## src/rtl/psplit_pkg.sv

```systemverilog
package psplit_pkg;

    typedef enum logic [1:0] {
        RSP_NONE = 2'b00,
        RSP_PEND = 2'b01,
        RSP_DONE = 2'b10,
        RSP_ERR  = 2'b11
    } rsp_kind_e;

    typedef enum logic [1:0] {
        FL_IDLE  = 2'd0,
        FL_ISSUE = 2'd1,
        FL_POST  = 2'd2
    } fl_state_e;

endpackage

```

## src/rtl/psplit_fifo.sv

```systemverilog
module psplit_fifo #(
    parameter int WIDTH = 8,
    parameter int DEPTH = 4
) (
    input  logic             clk,
    input  logic             rst_n,
    input  logic             push,
    input  logic             pop,
    input  logic [WIDTH-1:0] wdata,
    output logic [WIDTH-1:0] rdata,
    output logic             empty,
    output logic             full
);
    localparam int PTR_W = (DEPTH > 1) ? $clog2(DEPTH) : 1;
    localparam int CNT_W = $clog2(DEPTH + 1);

    logic [WIDTH-1:0] mem [DEPTH];
    logic [PTR_W-1:0] wr_ptr, rd_ptr;
    logic [CNT_W-1:0] count;
    logic             do_push, do_pop;

    function automatic logic [PTR_W-1:0] bump(input logic [PTR_W-1:0] p);
        return (p == PTR_W'(DEPTH - 1)) ? '0 : p + 1'b1;
    endfunction

    assign empty   = (count == '0);
    assign full    = (count == CNT_W'(DEPTH));
    assign do_push = push && !full;
    assign do_pop  = pop && !empty;
    assign rdata   = mem[rd_ptr];

    always_ff @(posedge clk) begin
        if (do_push) mem[wr_ptr] <= wdata;
    end

    always_ff @(posedge clk) begin
        if (!rst_n) begin
            wr_ptr <= '0;
            rd_ptr <= '0;
            count  <= '0;
        end else begin
            if (do_push) wr_ptr <= bump(wr_ptr);
            if (do_pop)  rd_ptr <= bump(rd_ptr);
            count <= count + CNT_W'(do_push) - CNT_W'(do_pop);
        end
    end


    full_hold_chk: assert property (@(posedge clk) disable iff (!rst_n)
        push && full && !pop |=> $stable(count));

endmodule

```

## src/rtl/psplit_fl_handler.sv

```systemverilog
module psplit_fl_handler
    import psplit_pkg::*;
#(
    parameter int TAG_W         = 4,
    parameter int DATA_W        = 8,
    parameter int RES_W         = 8,
    parameter int FRAME_W       = 3,
    parameter int EXPIRE_FRAMES = 2
) (
    input  logic               clk,
    input  logic               rst_n,
    input  logic               sq_empty,
    input  logic [TAG_W-1:0]   sq_tag,
    input  logic [DATA_W-1:0]  sq_data,
    input  logic [FRAME_W-1:0] sq_stamp,
    input  logic [FRAME_W-1:0] frame_cnt,
    output logic               sq_pop,
    input  logic               cq_full,
    output logic               cq_push,
    output logic [TAG_W-1:0]   cq_wtag,
    output logic [RES_W-1:0]   cq_wres,
    output logic               ds_issue_valid,
    output logic [TAG_W-1:0]   ds_issue_tag,
    output logic [DATA_W-1:0]  ds_issue_data,
    input  logic               ds_done,
    input  logic [RES_W-1:0]   ds_result,
    output logic               busy
);
    fl_state_e          state, nxt;
    logic [TAG_W-1:0]   cur_tag;
    logic [DATA_W-1:0]  cur_data;
    logic [RES_W-1:0]   cur_res;
    logic [FRAME_W-1:0] head_age;
    logic               head_stale;

    assign head_age   = frame_cnt - sq_stamp;
    assign head_stale = head_age > FRAME_W'(EXPIRE_FRAMES);

    always_ff @(posedge clk) begin
        if (!rst_n) begin
            state    <= FL_IDLE;
            cur_tag  <= '0;
            cur_data <= '0;
            cur_res  <= '0;
        end else begin
            state <= nxt;
            if (state == FL_IDLE && !sq_empty) begin
                cur_tag  <= sq_tag;
                cur_data <= sq_data;
            end
            if (state == FL_ISSUE && ds_done) cur_res <= ds_result;
        end
    end

    always_comb begin
        nxt            = state;
        sq_pop         = 1'b0;
        cq_push        = 1'b0;
        ds_issue_valid = 1'b0;
        unique case (state)
            FL_IDLE: begin
                if (!sq_empty) begin
                    sq_pop = 1'b1;
                    if (!head_stale) nxt = FL_ISSUE;
                end
            end
            FL_ISSUE: begin
                ds_issue_valid = 1'b1;
                if (ds_done) nxt = FL_POST;
            end
            FL_POST: begin
                if (!cq_full) begin
                    cq_push = 1'b1;
                    nxt     = FL_IDLE;
                end
            end
            default: nxt = FL_IDLE;
        endcase
    end

    assign ds_issue_tag  = cur_tag;
    assign ds_issue_data = cur_data;
    assign cq_wtag       = cur_tag;
    assign cq_wres       = cur_res;
    assign busy          = (state != FL_IDLE);


    issue_hold_chk: assert property (@(posedge clk) disable iff (!rst_n)
        ds_issue_valid && !ds_done |=> ds_issue_valid && $stable(ds_issue_tag) && $stable(ds_issue_data));

endmodule

```

## src/rtl/psplit_cs_handler.sv

```systemverilog
module psplit_cs_handler
    import psplit_pkg::*;
#(
    parameter int TAG_W         = 4,
    parameter int RES_W         = 8,
    parameter int FRAME_W       = 3,
    parameter int EXPIRE_FRAMES = 2
) (
    input  logic               clk,
    input  logic               rst_n,
    input  logic               cs_req,
    input  logic [TAG_W-1:0]   cs_tag,
    input  logic               cq_empty,
    input  logic [TAG_W-1:0]   cq_tag,
    input  logic [RES_W-1:0]   cq_res,
    input  logic [FRAME_W-1:0] cq_stamp,
    input  logic [FRAME_W-1:0] frame_cnt,
    output logic               cq_pop,
    output logic               cs_rsp_valid,
    output logic [1:0]         cs_rsp_kind,
    output logic [RES_W-1:0]   cs_rsp_data
);
    logic [FRAME_W-1:0] head_age;
    logic               head_stale;

    assign head_age   = frame_cnt - cq_stamp;
    assign head_stale = head_age > FRAME_W'(EXPIRE_FRAMES);
    assign cq_pop     = !cq_empty && (cs_req || head_stale);

    always_ff @(posedge clk) begin
        if (!rst_n) begin
            cs_rsp_valid <= 1'b0;
            cs_rsp_kind  <= RSP_NONE;
            cs_rsp_data  <= '0;
        end else begin
            cs_rsp_valid <= cs_req;
            if (cs_req) begin
                if (cq_empty) begin
                    cs_rsp_kind <= RSP_PEND;
                    cs_rsp_data <= '0;
                end else if (cq_tag == cs_tag) begin
                    cs_rsp_kind <= RSP_DONE;
                    cs_rsp_data <= cq_res;
                end else begin
                    cs_rsp_kind <= RSP_ERR;
                    cs_rsp_data <= '0;
                end
            end
        end
    end


    rsp_follow_chk: assert property (@(posedge clk) disable iff (!rst_n)
        cs_req |=> cs_rsp_valid);


    pend_empty_chk: assert property (@(posedge clk) disable iff (!rst_n)
        cs_req && cq_empty |=> cs_rsp_kind == RSP_PEND);

endmodule

```

## src/rtl/psplit_pipe.sv

```systemverilog
module psplit_pipe
    import psplit_pkg::*;
#(
    parameter int TAG_W         = 4,
    parameter int DATA_W        = 8,
    parameter int RES_W         = 8,
    parameter int START_DEPTH   = 4,
    parameter int CPL_DEPTH     = 4,
    parameter int FRAME_W       = 3,
    parameter int EXPIRE_FRAMES = 2
) (
    input  logic              clk,
    input  logic              rst_n,
    input  logic              ss_valid,
    input  logic [TAG_W-1:0]  ss_tag,
    input  logic [DATA_W-1:0] ss_data,
    input  logic              cs_req,
    input  logic [TAG_W-1:0]  cs_tag,
    output logic              cs_rsp_valid,
    output logic [1:0]        cs_rsp_kind,
    output logic [RES_W-1:0]  cs_rsp_data,
    output logic              ds_issue_valid,
    output logic [TAG_W-1:0]  ds_issue_tag,
    output logic [DATA_W-1:0] ds_issue_data,
    input  logic              ds_done,
    input  logic [RES_W-1:0]  ds_result,
    input  logic              frame_tick,
    output logic              periodic_pending,
    output logic              ss_overflow
);
    localparam int SQ_W = TAG_W + DATA_W + FRAME_W;
    localparam int CQ_W = TAG_W + RES_W + FRAME_W;

    logic [FRAME_W-1:0] frame_cnt;
    logic [SQ_W-1:0]    sq_rdata;
    logic [CQ_W-1:0]    cq_rdata;
    logic               sq_empty, sq_full, sq_pop;
    logic               cq_empty, cq_full, cq_pop, cq_push;
    logic [TAG_W-1:0]   cq_wtag;
    logic [RES_W-1:0]   cq_wres;
    logic               fl_busy;

    always_ff @(posedge clk) begin
        if (!rst_n) begin
            frame_cnt   <= '0;
            ss_overflow <= 1'b0;
        end else begin
            if (frame_tick) frame_cnt <= frame_cnt + 1'b1;
            if (ss_valid && sq_full) ss_overflow <= 1'b1;
        end
    end

    psplit_fifo #(.WIDTH(SQ_W), .DEPTH(START_DEPTH)) u_start_q (
        .clk(clk), .rst_n(rst_n),
        .push(ss_valid), .pop(sq_pop),
        .wdata({ss_tag, ss_data, frame_cnt}),
        .rdata(sq_rdata), .empty(sq_empty), .full(sq_full)
    );

    psplit_fl_handler #(
        .TAG_W(TAG_W), .DATA_W(DATA_W), .RES_W(RES_W),
        .FRAME_W(FRAME_W), .EXPIRE_FRAMES(EXPIRE_FRAMES)
    ) u_fl (
        .clk(clk), .rst_n(rst_n),
        .sq_empty(sq_empty),
        .sq_tag(sq_rdata[SQ_W-1 -: TAG_W]),
        .sq_data(sq_rdata[FRAME_W +: DATA_W]),
        .sq_stamp(sq_rdata[FRAME_W-1:0]),
        .frame_cnt(frame_cnt),
        .sq_pop(sq_pop),
        .cq_full(cq_full), .cq_push(cq_push),
        .cq_wtag(cq_wtag), .cq_wres(cq_wres),
        .ds_issue_valid(ds_issue_valid),
        .ds_issue_tag(ds_issue_tag),
        .ds_issue_data(ds_issue_data),
        .ds_done(ds_done), .ds_result(ds_result),
        .busy(fl_busy)
    );

    psplit_fifo #(.WIDTH(CQ_W), .DEPTH(CPL_DEPTH)) u_cpl_q (
        .clk(clk), .rst_n(rst_n),
        .push(cq_push), .pop(cq_pop),
        .wdata({cq_wtag, cq_wres, frame_cnt}),
        .rdata(cq_rdata), .empty(cq_empty), .full(cq_full)
    );

    psplit_cs_handler #(
        .TAG_W(TAG_W), .RES_W(RES_W),
        .FRAME_W(FRAME_W), .EXPIRE_FRAMES(EXPIRE_FRAMES)
    ) u_cs (
        .clk(clk), .rst_n(rst_n),
        .cs_req(cs_req), .cs_tag(cs_tag),
        .cq_empty(cq_empty),
        .cq_tag(cq_rdata[CQ_W-1 -: TAG_W]),
        .cq_res(cq_rdata[FRAME_W +: RES_W]),
        .cq_stamp(cq_rdata[FRAME_W-1:0]),
        .frame_cnt(frame_cnt),
        .cq_pop(cq_pop),
        .cs_rsp_valid(cs_rsp_valid),
        .cs_rsp_kind(cs_rsp_kind),
        .cs_rsp_data(cs_rsp_data)
    );

    assign periodic_pending = !sq_empty || fl_busy || !cq_empty;


    pending_issue_chk: assert property (@(posedge clk) disable iff (!rst_n)
        ds_issue_valid |-> periodic_pending);


    ovf_set_chk: assert property (@(posedge clk) disable iff (!rst_n)
        ss_valid && sq_full |=> ss_overflow);


    ovf_sticky_chk: assert property (@(posedge clk) disable iff (!rst_n)
        ss_overflow |=> ss_overflow);

endmodule

```

## config.mk

```make
export PLATFORM = sky130hd
export DESIGN_NAME = psplit_pipe
export DESIGN_NICKNAME = d
export VERILOG_FILES = /design/src/rtl/psplit_pkg.sv /design/src/rtl/psplit_fifo.sv /design/src/rtl/psplit_fl_handler.sv /design/src/rtl/psplit_cs_handler.sv /design/src/rtl/psplit_pipe.sv
export SDC_FILE = /design/constraint.sdc
export NUM_CORES = 1
export LEC_CHECK = 0
export BUFFER_PORTS_ARGS = -buffer_cell sky130_fd_sc_hd__buf_4
export CAP_MARGIN = 20
export CELL_PAD_IN_SITES_DETAIL_PLACEMENT = 1
export CELL_PAD_IN_SITES_GLOBAL_PLACEMENT = 1
export CORE_ASPECT_RATIO = 0.75
export CORE_MARGIN = 1
export CORE_UTILIZATION = 54
export CTS_BUF_LIST = sky130_fd_sc_hd__clkbuf_16
export DETAILED_ROUTE_END_ITERATION = 8
export GPL_ROUTABILITY_DRIVEN = 0
export PLACE_DENSITY_LB_ADDON = 0.12
export SYNTH_ARGS = -nofsm -noshare
export SYNTH_HDL_FRONTEND = slang
export SYNTH_SLANG_ARGS = --single-unit
```

## constraint.sdc

```tcl
create_clock -name clk -period 7.8 [get_ports clk]
set_clock_uncertainty 0.2 [all_clocks]
set_input_delay 0.39 -clock clk [delete_from_list [all_inputs] [get_ports clk]]
set_output_delay 0.39 -clock clk [all_outputs]
set_load 0.01 [all_outputs]
```

==> impl_metrics.py <==
metrics = {
    "run_status": {
        "outcome": "finished clean",
    },
    "grt": {
        "grt_pass1_wl_um": 24500,
        "antenna_found_initial": 0,
        "grt_overflow": 0,
        "grt_max_degree": 62,
        "grt_pass1_vias": 4271,
        "gr-usage-all-layers": 0.257,
    },
    "clock_tree": {
        "cts-root-buf": "clkbuf_16",
        "cts.clk_slew.worst_paths_ps": 70,
        "clock_latency_ps": 430,
        "cts_resized": 0,
        "cts_setup_buffers": 0,
        "h-tree-depth": 4,
        "cts_inserted_buffers": 17,
        "hold_buffers": 12,
        "clock_sinks": 175,
        "cts_tree": "yes",
        "cts_buffer_depth": 2,
    },
    "logic_synthesis": {
        "ys_ff_latch": 175,
        "synth.yosys.seq_area_share": 0.675,
        "syn_inst": 438,
        "yosys_most_used_dff": "edfxtp_1",
        "ys_warn_count": 0,
        "synth-edff-count": 120,
        "yosysMostFrequentCell": "edfxtp_1",
        "synthArstFlopShare": 0,
        "yosysTopAreaCellShare": 0.517,
        "synth_common_cells": "120 x edfxtp_1, 55 x dfxtp_1, 48 x nand2_1",
        "syn_nets": 489,
        "synthDistinctLibCells": 39,
        "avgSynthCellArea_um2": 15.9,
        "yosys.area.top_type": "edfxtp_1",
        "synth_area_um2": 6970,
        "synthTopCellsByArea": "edfxtp_1 52%, dfxtp_1 16%, mux4_2 8.4%, ha_1 3.0%, nand2_1 2.6%",
    },
    "floorplan": {
        "coreArea_um2": 12400,
        "die_w_um": 133,
        "die_area_um2": 13400,
        "start_util": 0.561,
        "io_pins": 56,
        "die_h_um": 100,
        "rows": 35,
    },
    "power_and_ir_drop": {
        "p_int_mw": 1.92,
        "p_leak_nw": 2.97,
        "p_clk_frac": 0.297,
        "seq_power_share": 0.441,
        "peakVddDrop_v": 0.000235,
        "power.density_nw_per_um2": 344,
        "p_sw_mw": 0.904,
        "combPwrFrac": 0.262,
        "switching_share": 0.320,
    },
    "drt": {
        "dr.pass1.iters": 4,
        "via_per_inst": 5.76,
        "wirelength_um": 15800,
        "detail_route.wl_per_cell_um": 23.1,
        "drc": 0,
        "route.antenna.remaining_nets": 0,
        "vias": 3939,
        "drt_iter0_markers": 216,
    },
    "sta": {
        "slew_viol_final": 0,
        "fin_crit_ps": 4220,
        "relSlewSlack": 0.358,
        "timing.fmax_mhz": 237,
        "finalSetupTns_ps": 0,
        "fin_crit_sh": 0.541,
        "rsz0062_at_grt": "no",
        "worst_slew_pin_slew_ps": 963,
        "finalHoldViolCount": 0,
        "setup_violations": 0,
    },
    "worst_setup_path": {
        "cpLargestDelayFamily": "adder cells",
        "crit_path_start_kind": "flip-flop",
        "end_kind": "flip-flop",
        "required_ps": 7920,
        "cp_slowest_cell": "dfxtp_1",
        "critPathMaxFanout": 15,
        "slowest_delay_ps": 930,
        "worstPathArrival_ps": 4340,
        "critical_path_buf_inv_count": 2,
        "worstSetupPathType": "flip-flop to flip-flop",
        "cp_cell_sequence": "mux4_2 -> ha_1 -> inv_1 -> fa_1 -> a21oi_1 -> a21oi_1 -> ha_1 -> inv_1 -> ha_1 -> fa_1 -> xor2_1 -> xnor2_1 -> and2_1",
        "cpMostUsedCell": "ha_1",
    },
    "placed_design": {
        "dpl-instance-area_um2": 7510,
        "dp_hpwl_um": 9390,
        "port_buffers": 55,
    },
    "final_layout": {
        "area_growth_pct": 17.8,
        "antenna_cells": 0,
        "num-nets-final": 556,
        "stdcell_area_um2": 8210,
        "drive_above_1_share": 0.243,
        "nFillCells": 1122,
    },
    "hold_path": {
        "hp-class": "input pin to flip-flop",
        "holdCritStartpoint": "ds_result[4]",
    },
    "run": {
        "maxCapViolCount": 0,
    },
}
-- layout by cell type (no fill, tap or decap), types with 5 or more instances in the layout --
master and n:
nand3_1 11, nor2_1 5, and2_1 17, edfxtp_1 120, inv_1 18, nand3b_1 8, clkbuf_16 18, buf_4 56
xor2_1 5, nand2_1 48, ha_1 17, a21boi_0 11, dlygate4sd3_1 12, nor3_1 5, xnor2_1 9, mux2i_1 9
dfxtp_1 55, o41ai_2 8, nor2b_1 11, a21boi_1 11, mux4_2 26
-- power by group through the flow --
stage	combinational, mW	clock, mW	sequential (mW)
6_report	0.741	0.840	1.25
5_1_grt	0.813	0.880	1.26
4_1_cts	0.751	0.850	1.25
3_5_place_dp	0.722	0	1.26
3_3_place_gp	0.683	0	1.25
2_1_floorplan	0.529	0	1.21
-- kinds of logic (layout without fill, tap and decap cells) --
logic type	after synthesis	count (layout)	synth area share
buf+inv	38	118	0.0224
mux	37	37	0.104
simple gates	109	109	0.0802
xor+xnor	16	16	0.0222
compound gates	42	42	0.0542
flops	175	175	0.675
fa+ha+maj	21	21	0.0420
-- worst min-delay path, cell delays in order --
cell	delay, ps
buf_4	110
nand3_1	50
a21boi_0	60
-- sequential cells by signal, indices dropped and copies added, names as in the netlist, 2 cells and up, named ones only --
signal and count:
u_fl.ds_issue_data 8, u_cpl_q.mem 60, u_cs.cs_rsp_kind 2, u_start_q.wr_ptr 2, u_start_q.rd_ptr 2, u_fl.cq_wtag 4
u_start_q.count 3, u_cpl_q.rd_ptr 2, u_fl.state 2, u_start_q.mem 60, u_cpl_q.wr_ptr 2, u_fl.cq_wres 8
u_cs.cs_rsp_data 8, frame_cnt 3, u_cpl_q.count 3
-- through the flow --
step	setup WS (ps)	util	power, mW	hold slack (ps)	std cells
2_1_floorplan	4030	-	1.74	251	438
3_3_place_gp	3590	0.604	1.94	243	640
3_5_place_dp	3540	0.604	1.99	254	640
4_1_cts	3520	0.660	2.85	24.2	684
5_1_grt	3290	0.660	2.96	23.6	684
6_report	3580	0.660	2.83	34.2	684
-- path summary, 6_finish.rpt --
path / endpoint / slack, ps / cells past startpoint
max: u_cpl_q.count[2] / 3580 / 13
min: u_fl.cq_wres[4] / 30 / 3
max reg2reg: u_cpl_q.count[2] / 3580 / 13
min reg2reg: u_fl.ds_issue_data[1] / 260 / 2
-- layout make-up --
cell class,instances,area (um^2),share of cell area
repair buffers,68,541,0.0658
inverters,18,67.6,0.00823
well taps,166,208,0.0253
flip-flops and latches,175,4700,0.573
clock inverters,14,130,0.0158
clock buffers,18,450,0.0548
multi-input cells,225,2110,0.257
-- routing by layer --
layer / vias to the layer above / wire [um] / track usage
li1: 1752 / - / -
met1: 2032 / 7260 / 0.343
met2: 124 / 7510 / 0.414
met3: 31 / 692 / 0.0657
met4: 0 / 328 / 0.0900
met5: - / 0 / 0
Power figures use the tool's default switching activity.
